**src/rtl/spi9_pkg.sv**
```systemverilog
package spi9_pkg;
  localparam int WORD_W   = 9;
  localparam int MAX_WORDS = 3;
  localparam int FRAME_W  = WORD_W * MAX_WORDS;
  localparam int BITS_W   = $clog2(FRAME_W + 1);

  typedef enum logic [1:0] {
    ST_IDLE  = 2'd0,
    ST_LEAD  = 2'd1,
    ST_SHIFT = 2'd2,
    ST_TRAIL = 2'd3
  } spi9_state_e;
endpackage

```
**src/rtl/spi9_halfclk.sv**
```systemverilog
module spi9_halfclk #(
  parameter int HALF_DIV = 2
) (
  input  logic clk,
  input  logic rst_n,
  input  logic run,
  output logic tick
);
  localparam int CW = (HALF_DIV > 1) ? $clog2(HALF_DIV) : 1;
  localparam logic [CW-1:0] LAST = CW'(HALF_DIV - 1);

  logic [CW-1:0] cnt;

  assign tick = run && (cnt == LAST);

  always_ff @(posedge clk or negedge rst_n) begin
    if (!rst_n)             cnt <= '0;
    else if (!run || tick)  cnt <= '0;
    else                    cnt <= cnt + 1'b1;
  end
endmodule

```
**src/rtl/spi9_framer.sv**
```systemverilog
module spi9_framer
  import spi9_pkg::*;
(
  input  logic [7:0]         cmd,
  input  logic [1:0]         cnt,
  input  logic [15:0]        param,
  output logic [FRAME_W-1:0] frame,
  output logic [BITS_W-1:0]  nbits
);
  always_comb begin
    unique case (cnt)
      2'd0: begin
        frame = {1'b0, cmd, {(2*WORD_W){1'b0}}};
        nbits = BITS_W'(WORD_W);
      end
      2'd1: begin
        frame = {1'b0, cmd, 1'b1, param[7:0], {WORD_W{1'b0}}};
        nbits = BITS_W'(2 * WORD_W);
      end
      default: begin
        frame = {1'b0, cmd, 1'b1, param[15:8], 1'b1, param[7:0]};
        nbits = BITS_W'(3 * WORD_W);
      end
    endcase
  end
endmodule

```
**src/rtl/spi9_engine.sv**
```systemverilog
module spi9_engine
  import spi9_pkg::*;
(
  input  logic               clk,
  input  logic               rst_n,
  input  logic               start,
  input  logic [FRAME_W-1:0] frame,
  input  logic [BITS_W-1:0]  nbits,
  input  logic               tick,
  output logic               idle,
  output logic               done,
  output logic               sclk,
  output logic               mosi,
  output logic               cs_n
);
  spi9_state_e        state;
  logic [FRAME_W-1:0] sh;
  logic [BITS_W-1:0]  left;

  assign idle = (state == ST_IDLE);

  always_ff @(posedge clk or negedge rst_n) begin
    if (!rst_n) begin
      state <= ST_IDLE;
      sh    <= '0;
      left  <= '0;
      sclk  <= 1'b1;
      mosi  <= 1'b0;
      cs_n  <= 1'b1;
      done  <= 1'b0;
    end else begin
      done <= 1'b0;
      unique case (state)
        ST_IDLE: if (start) begin
          sh    <= frame;
          left  <= nbits;
          cs_n  <= 1'b0;
          state <= ST_LEAD;
        end
        ST_LEAD: if (tick) begin
          sclk  <= 1'b0;
          mosi  <= sh[FRAME_W-1];
          sh    <= sh << 1;
          left  <= left - 1'b1;
          state <= ST_SHIFT;
        end
        ST_SHIFT: if (tick) begin
          if (!sclk) begin
            sclk <= 1'b1;
            if (left == '0) state <= ST_TRAIL;
          end else begin
            sclk <= 1'b0;
            mosi <= sh[FRAME_W-1];
            sh   <= sh << 1;
            left <= left - 1'b1;
          end
        end
        ST_TRAIL: if (tick) begin
          cs_n  <= 1'b1;
          done  <= 1'b1;
          state <= ST_IDLE;
        end
        default: state <= ST_IDLE;
      endcase
    end
  end
endmodule

```
**src/rtl/spi9_writer.sv**
```systemverilog
module spi9_writer
  import spi9_pkg::*;
#(
  parameter int HALF_DIV = 2
) (
  input  logic        clk,
  input  logic        rst_n,
  input  logic        req_valid,
  output logic        req_ready,
  input  logic [7:0]  req_reg,
  input  logic [1:0]  req_cnt,
  input  logic [15:0] req_param,
  output logic        done,
  output logic        busy,
  output logic        sclk,
  output logic        mosi,
  output logic        cs_n
);
  logic [FRAME_W-1:0] frame;
  logic [BITS_W-1:0]  nbits;
  logic               idle;
  logic               tick;
  logic               start;

  assign req_ready = idle;
  assign busy      = !idle;
  assign start     = req_valid && idle;

  spi9_framer u_framer (
    .cmd   (req_reg),
    .cnt   (req_cnt),
    .param (req_param),
    .frame (frame),
    .nbits (nbits)
  );

  spi9_halfclk #(.HALF_DIV(HALF_DIV)) u_div (
    .clk   (clk),
    .rst_n (rst_n),
    .run   (!idle),
    .tick  (tick)
  );

  spi9_engine u_eng (
    .clk   (clk),
    .rst_n (rst_n),
    .start (start),
    .frame (frame),
    .nbits (nbits),
    .tick  (tick),
    .idle  (idle),
    .done  (done),
    .sclk  (sclk),
    .mosi  (mosi),
    .cs_n  (cs_n)
  );
endmodule

```
**config.mk**
```make
export PLATFORM = sky130hd
export DESIGN_NAME = spi9_writer
export DESIGN_NICKNAME = d
export VERILOG_FILES = /design/src/rtl/spi9_pkg.sv /design/src/rtl/spi9_halfclk.sv /design/src/rtl/spi9_framer.sv /design/src/rtl/spi9_engine.sv /design/src/rtl/spi9_writer.sv
export SDC_FILE = /design/constraint.sdc
export NUM_CORES = 1
export LEC_CHECK = 0
export ABC_AREA = 1
export BUFFER_PORTS_ARGS = -buffer_cell sky130_fd_sc_hd__buf_2
export CORE_UTILIZATION = 55
export DETAILED_ROUTE_END_ITERATION = 16
export PLACE_DENSITY = 0.8
export SYNTH_ARGS = -nofsm -noshare
export SYNTH_HDL_FRONTEND = slang
export SYNTH_SLANG_ARGS = --single-unit
```
**constraint.sdc**
```tcl
create_clock -name clk -period 1.7 [get_ports clk]
set_input_delay 0.17 -clock clk [delete_from_list [all_inputs] [get_ports clk]]
set_output_delay 0.17 -clock clk [all_outputs]
set_load 0.02 [all_outputs]
```
==> metrics list, run 1 <==
* Status: finished, final reports clean
- Routability cong.: 0.784
- In this run the mean area of a mapped cell was 7.80 sq um.
- The die covers 4020 sq um.
- Number of enable flip-flop cells after synthesis: 0
* Tightest Hold Check Type: input port to register
* Class of the most critical setup path: register to register
* Final Critical Period: 1630 ps
* Initial drt markers: 136
- Once the floorplan was initialized, standard cells occupied 59.8% of the core.
- Period Utilization, post-route: 96.0%
* Post-synthesis instance area: 2080 sq um
* Horizontal extent of the die: 63.4 um
* Required time at the endpoint of the critical path: 1890 ps
- Distinct cells, synth: 26
* Min setup slack post-route: 68.2 ps
- Final HPWL DP: 3020 um
- Among all cell types in the netlist, the one instantiated most often is sky130_fd_sc_hd__nand2_1.
- The worst-case IR drop observed on VDD is 1.07 mV.
* Achievable Freq: 0.613 GHz
- Post-synthesis register bit count: 39
- WL final: 4580 um
* Top-Level Pins: 35
- Power per cell area: 2300 nW/um^2
- Setup repair after global routing could not meet its margin everywhere.
* Overall via count from detail_route: 1,846
- Type of origin of the critical path: register
- The share of synthesized area in the top cell type comes to 44.6%.
* Register area share after synthesis: 47.1%
- The largest total area in the synthesized netlist belongs to sky130_fd_sc_hd__dfrtp_1.
- STA classifies the critical path endpoint as a register.
- The H-tree generated during clock tree synthesis spans 2 levels.
- Total number of yosys warnings: 0
- Dividing the detail-routed wire length by the instance count gives 12.8 um.
- Share of synthesized flip-flops with an asynchronous set or reset: 100%
- First-pass GRT wire length: 7440 um
- Using the TritonRoute via totals, the vias-per-cell ratio works out to 5.17.
- Synth area leaders: sky130_fd_sc_hd__dfrtp_1 (45%), sky130_fd_sc_hd__nand2_1 (19%), sky130_fd_sc_hd__o21ai_1 (4.3%), sky130_fd_sc_hd__nand3_1 (3.9%), sky130_fd_sc_hd__inv_1 (3.6%)
* Total design power: 5.71 mW
- The tree built by TritonCTS fans out to 39 sinks.
* Share of power burned in combinational logic: 61.9%
- Timing analysis after detailed placement gives a worst setup slack of -8.35 ps.
* Fraction of layout cells with a size suffix above 1: 23.8%
* Most frequent cells after synthesis: sky130_fd_sc_hd__nand2_1 (107), sky130_fd_sc_hd__dfrtp_1 (37), sky130_fd_sc_hd__inv_1 (20)
- The tree is rooted in a sky130_fd_sc_hd__clkbuf_8.
- Clock latency at the later pin of the worst-skew pair: 300 ps
* Max Buffers Root-to-Sink: 2
* Filler instances: 283
* Die boundary height: 63.4 um
- Top fanout value on the critical path: 27
* Number of rows in the core area: 21
- Global-route usage over all layers: 23.9%
- The total area inside the core boundary comes to 3470 sq um.
- In this run the remaining antenna-violating nets after routing total 0.
* CTS tree: done
* Post-route clock skew: 10.9 ps
* Top FF cell, synth: sky130_fd_sc_hd__dfrtp_1
* Core Util, Final: 71.5%
* Sequential cell fraction of total power: 27.2%
- The number of global-route vias before repair came to 1,718.
* Switching Power: 2.74 mW
* Cells after Synth: 266
- Total nets after synthesis: 300
- TritonCTS buffer count: 5
- Final routed DRC violation total: 0
- Global route total overflow: 0
- Port bufs: 34
- Maximum number of pins on one net before global-route repair: 28
* Worst Tran Pin Value: 406 ps
- Share of power burned in the clock network: 10.9%
- CP Data Arrival Time: 1820 ps
* Initial antenna violation count: 0
- The final max-slew violation count was 0.
- Number of hold violations in the final report: 0
* Slew Limit Headroom: 72.9%
* Total setup violations reported at the end of the flow: 0
* Nets: 344
- 0 antenna diodes ended up in the layout.
- Cell internal power dissipation: 2.97 mW
- Clock transition at path regs: 80 ps
* Leakage: 1.28 nW
- Switching Share: 48.0%
- From synthesis to final layout, the design area changed by 19.5%.
- Initial DRT Pass Iterations: 4
- Reported max-cap violation count: 0
==> final cells by class <==
type                            instances  area, sq um  share of cell area, %
Sequential cell                        39          978                   39.4
Multi-Input combinational cell        194          960                   38.7
Tap cell                               46         57.6                   2.32
Clock buffer                            5         68.8                   2.77
Timing Repair Buffer                   47          303                   12.2
Inverter                               23         93.8                   3.78
Clock inverter                          3         20.0                  0.807
==> through the flow <==
stage	instances	cell area [sq um]	hold WS [ps]	setup TNS [ps]
after global routing	357	2480	162	-253
after floorplan	266	2080	-126	0
after detailed placement	342	2300	117	-13.4
after CTS	354	2420	125	0
final	357	2480	123	0
after global placement	342	2300	124	0
==> timing repair <==
item	4_1_cts	5_1_grt
pin swaps	1	1
gates cloned	0	1
buffers inserted	3	2
endpoints found under the hold margin	16	0
resized for setup	1	9
setup endpoints to repair	7	35
hold buffers	1	0
==> layout by cell type (no fill, tap or decap) <==
cell / n
sky130_fd_sc_hd__a21oi_1: 5
sky130_fd_sc_hd__a21oi_2: 3
sky130_fd_sc_hd__a22oi_1: 7
sky130_fd_sc_hd__buf_12: 2
sky130_fd_sc_hd__buf_2: 34
sky130_fd_sc_hd__buf_4: 8
sky130_fd_sc_hd__buf_6: 2
sky130_fd_sc_hd__clkbuf_8: 5
sky130_fd_sc_hd__clkinv_2: 1
sky130_fd_sc_hd__clkinvlp_4: 2
sky130_fd_sc_hd__dfrtp_1: 37
sky130_fd_sc_hd__dfstp_2: 2
sky130_fd_sc_hd__dlygate4sd3_1: 1
sky130_fd_sc_hd__ha_1: 4
sky130_fd_sc_hd__ha_2: 1
sky130_fd_sc_hd__inv_1: 20
sky130_fd_sc_hd__inv_4: 3
sky130_fd_sc_hd__nand2_1: 107
sky130_fd_sc_hd__nand2_2: 1
sky130_fd_sc_hd__nand2_4: 2
sky130_fd_sc_hd__nand3_1: 16
sky130_fd_sc_hd__nand3_4: 1
sky130_fd_sc_hd__nand4_1: 1
sky130_fd_sc_hd__nor2_1: 9
sky130_fd_sc_hd__nor2_2: 3
sky130_fd_sc_hd__nor2_4: 1
sky130_fd_sc_hd__nor2_8: 1
sky130_fd_sc_hd__o21ai_0: 11
sky130_fd_sc_hd__o21ai_1: 19
sky130_fd_sc_hd__o21ai_4: 1
sky130_fd_sc_hd__or2_2: 1
==> kinds of logic after synthesis <==
kind of cell | Yosys count | share of synthesized area [%]
compound gates | 46 | 12.7
buf+inv | 34 | 8.14
simple gates | 142 | 29.1
fa+ha+maj | 5 | 3.01
flops | 39 | 47.1
==> worst max-delay path, cell delays in order, from the launching register on <==
cell	delay [ps]
sky130_fd_sc_hd__dfrtp_1	390
sky130_fd_sc_hd__buf_4	150
sky130_fd_sc_hd__ha_1	220
sky130_fd_sc_hd__a21oi_1	280
sky130_fd_sc_hd__nand3_4	160
sky130_fd_sc_hd__buf_12	200
sky130_fd_sc_hd__nand2_1	70
sky130_fd_sc_hd__o21ai_1	60
==> final timing paths <==
kind | from | slack [ps] | to | depth (start not counted)
worst max register to register | u_eng.state[0] | 70 | u_eng.sh[8] | 7
min in group asynchronous | rst_n | 320 | u_eng.sh[10] | 2
worst min-delay path | req_param[0] | 120 | u_eng.sh[0] | 3
worst min register to register | u_div.cnt | 480 | u_div.cnt | 1
worst max-delay path | u_eng.state[0] | 70 | u_eng.sh[8] | 7
max in group asynchronous | rst_n | 780 | u_eng.cs_n | 3
==> power by group through the flow <==
stage                     logic [mW]  registers [mW]  clock network, mW
after detailed placement        3.16            1.58                  0
final                           3.54            1.55              0.625
after floorplan                 2.47            1.58                  0
after CTS                       3.27            1.55              0.634
after global routing            3.97            1.60              0.682
after global placement          3.09            1.56                  0
==> registers in the layout, indices dropped and copies added, names as in the netlist <==
name / count
u_eng.done: 1
u_eng.sclk: 1
u_eng.state: 2
u_eng.left: 5
u_eng.cs_n: 1
u_div.cnt: 1
u_eng.mosi: 1
u_eng.sh: 27
==> metal layers <==
layer	track usage, %	wire (um)	up-vias	share of wire [%]
li1	-	-	936	-
met1	32.1	2170	852	47
met2	37.8	2100	45	46
met3	5.43	183	13	4.0
met4	8.52	129	0	2.8
met5	0	0	-	0
Power figures use the tool's default switching activity.
==> run 2: changes to the inputs <==
CTS_BUF_LIST = sky130_fd_sc_hd__clkbuf_4   (was default)
PLACE_DENSITY = 0.78   (was 0.8)
==> run 2 against run 1 <==
  * Setup slack improved by 25 ps
  * Utilization increased by 0.69 points
  * Total power increased by 1.8%
  * Critical endpoint is now u_eng.left[3]
  * Largest power group unchanged
  * Highest routed layer unchanged
==> metrics list, run 2 (synthesis gave the netlist of run 1 again) <==
- Overall via count from detail_route: 1,825 (-1.1%)
- Commonest cells after routing, fill and taps aside: sky130_fd_sc_hd__nand2_1 (106), sky130_fd_sc_hd__dfrtp_1 (37), sky130_fd_sc_hd__buf_2 (34)
- Final HPWL DP: 3070 um (+1.7%)
* Slew Limit Headroom: 67.8% (-5.1 points)
- Number of hold violations in the final report: 0 (unchanged)
- Maximum number of pins on one net before global-route repair: 23 (-18%)
- The worst setup path is captured at a register.
- The number of cell rows is 21 (unchanged).
* Setup repair after global routing missed its margin: yes
- The worst setup path is launched from a register.
- The number of flip-flops under the largest register name came to 27 (unchanged).
- The via density per instance is 5.08 (-1.7%).
- Total setup violations reported at the end of the flow: 0 (unchanged)
- The max-cap violation count was 0 (unchanged).
- The share of final-layout standard cells stronger than drive strength 1 came to 24.9% (+1.1 points).
* Number of global-route vias before repair: 1,799 (+4.7%)
* Initial antenna violation count: 0 (unchanged)
* Number of H-tree branching levels: 2 (unchanged)
- The number of remaining DRC errors is 0 (unchanged).
* WL final: 4450 um (-2.8%)
* Horizontal extent of the die: 63.4 um (unchanged)
- Routability cong.: 0.800 (+2.0%)
- Max Buffers Root-to-Sink: 2 (unchanged)
* Initial drt markers: 123 (-9.6%)
* Antenna Violating Nets Remaining: 0 (unchanged)
* Global-route usage over all layers: 24.9% (+0.96 points)
- Achievable Freq: 0.622 GHz (+1.5%)
- Filler instances: 293 (+3.5%)
- Top-Level Pins: 35 (unchanged)
* Total design power: 5.82 mW (+1.8%)
- Relative to the synthesized area, the layout overhead comes to 20.7%.
- Worst reg2reg setup slack: 90 ps (+20 ps)
* Status: finished, final reports clean
- Die ar.: 4020 sq um (unchanged)
* Leading cell type in the layout, fill and taps excluded: sky130_fd_sc_hd__nand2_1
- Global route total overflow: 0 (unchanged)
* Clock transition at path regs: 120 ps (+40 ps)
- Register ranked first by flip-flop count: u_eng.sh
- Min setup slack post-route: 93.0 ps (+24.8 ps)
- Power per cell area: 2320 nW/um^2 (+0.86%)
* Port bufs: 34 (unchanged)
- Non-Filler Instances: 359 (+0.56%)
* Final slew viol count: 0 (unchanged)
* Antenna Diode Count: 0 (unchanged)
- The peak ir drop on the vdd network was 1.29 mV (+20%).
* Setup slack at placement: -31.9 ps (-23.5 ps)
- Required time at the endpoint of the critical path: 1980 ps (+90 ps)
- TritonCTS built the clock tree.
* Clock tree sinks: 39 (unchanged)
- Nets: 347 (+0.87%)
- Root cell of the clock tree: sky130_fd_sc_hd__clkbuf_4
* Core region area: 3470 sq um (unchanged)
- The data arrival time of the worst path came to 1890 ps (+70 ps).
* Initial Util: 59.8% (unchanged)
- Worst Tran Pin Value: 483 ps (+77.2 ps)
- The die extent in y came to 63.4 um (unchanged).
* Clock latency at the later pin of the worst-skew pair: 360 ps (+60 ps)
- The first-pass GRT wire length was 7800 um (+4.8%).
- Leakage: 1.30 nW (+1.5%)
- The worst hold path belongs to the class input port to register.
- Final Critical Period: 1610 ps (-24.8 ps)
- Initial DRT Pass Iterations: 4 (unchanged)
- Average wire per cell in the routed design: 12.4 um (-3.4%)
- The worst setup path is of the register to register kind.
* Period Utilization, post-route: 94.5% (-1.5 points)
* Top fanout value on the critical path: 7 (-74%)
- The placed instance count came to 344 (+0.58%).
- Post-route clock skew: 15.8 ps (+4.89 ps)
- Registers with the highest flip-flop counts: u_eng.sh x27, u_eng.left x5, u_eng.state x2
* TritonCTS buffer count: 5 (unchanged)
-- run 2: cell types whose count changed in the layout (fill, tap and decap cells not counted), sizes merged --
| cell | change |
|---|---|
| bufinv | +1 |
| clkinv | -1 |
| clkbuf | +1 |
| buf | +3 |
| clkinvlp | -2 |
-- run 2: report_power, final --
| part | internal [mW] | total [mW] | switching (mW) | leakage (nW) |
|---|---|---|---|---|
| clock | 0.319 | 0.620 | 0.301 | 0.0417 |
| combinational | 1.46 | 3.66 | 2.20 | 0.766 |
| sequential | 1.35 | 1.54 | 0.193 | 0.490 |
| total | 3.13 | 5.82 | 2.69 | 1.30 |
-- run 2: worst max-delay path, stage by stage (launching register included) --
cell and delay, ps:
sky130_fd_sc_hd__dfrtp_1 400, sky130_fd_sc_hd__inv_1 80, sky130_fd_sc_hd__ha_2 220, sky130_fd_sc_hd__inv_4 90, sky130_fd_sc_hd__nand2_2 100, sky130_fd_sc_hd__nand2_4 110
sky130_fd_sc_hd__nand2_4 90, sky130_fd_sc_hd__nor2_8 170, sky130_fd_sc_hd__buf_12 130, sky130_fd_sc_hd__nor2_1 40, sky130_fd_sc_hd__a21oi_1 110
-- run 2: final cells by class --
class,instances,area (sq um),area share [%]
clock inverter,1,30.0,1.20
inverter,23,93.8,3.75
tap,46,57.6,2.30
clock buffer,6,45.0,1.80
timing repair buffer,50,334,13.3
multi-input combinational,194,966,38.6
sequential,39,978,39.1
-- run 2: metrics by stage --
step	instance area, sq um	hold slack [ps]	setup TNS [ps]	utilization (%)
floorplan	2080	-126	0	-
global placement	2320	158	0	66.8
CTS	2480	48.1	0	71.5
finish	2500	54.0	0	72.2
global route	2500	59.5	-16.6	72.2
detailed placement	2320	154	-286	66.8
-- run 2: final timing paths --
check                               start            end  cells past startpoint
setup / recovery           u_eng.state[1]  u_eng.left[3]                     10
hold / removal               req_param[0]    u_eng.sh[0]                      3
setup reg to reg           u_eng.state[1]  u_eng.left[3]                     10
hold reg to reg                 u_div.cnt      u_div.cnt                      1
max in group asynchronous           rst_n   u_eng.sh[15]                      3
min in group asynchronous           rst_n   u_eng.sh[19]                      2
-- run 2: timing repair --
action	in CTS	in global routing
buffers inserted	5	1
gates resized for setup	3	7
pin swaps	1	2
hold endpoints to repair	17	0
hold buffers	1	0
gates cloned	1	0
setup endpoints to repair	25	23
-- run 2: metal layers --
metal | track usage, % | part of all wire [%] | up-vias | wire [um]
met5 | 0 | 0 | - | 0
met4 | 10.2 | 1.7 | 0 | 76
met3 | 5.80 | 4.1 | 8 | 182
met2 | 39.0 | 49 | 35 | 2200
met1 | 33.0 | 45 | 842 | 2000
li1 | - | - | 940 | -
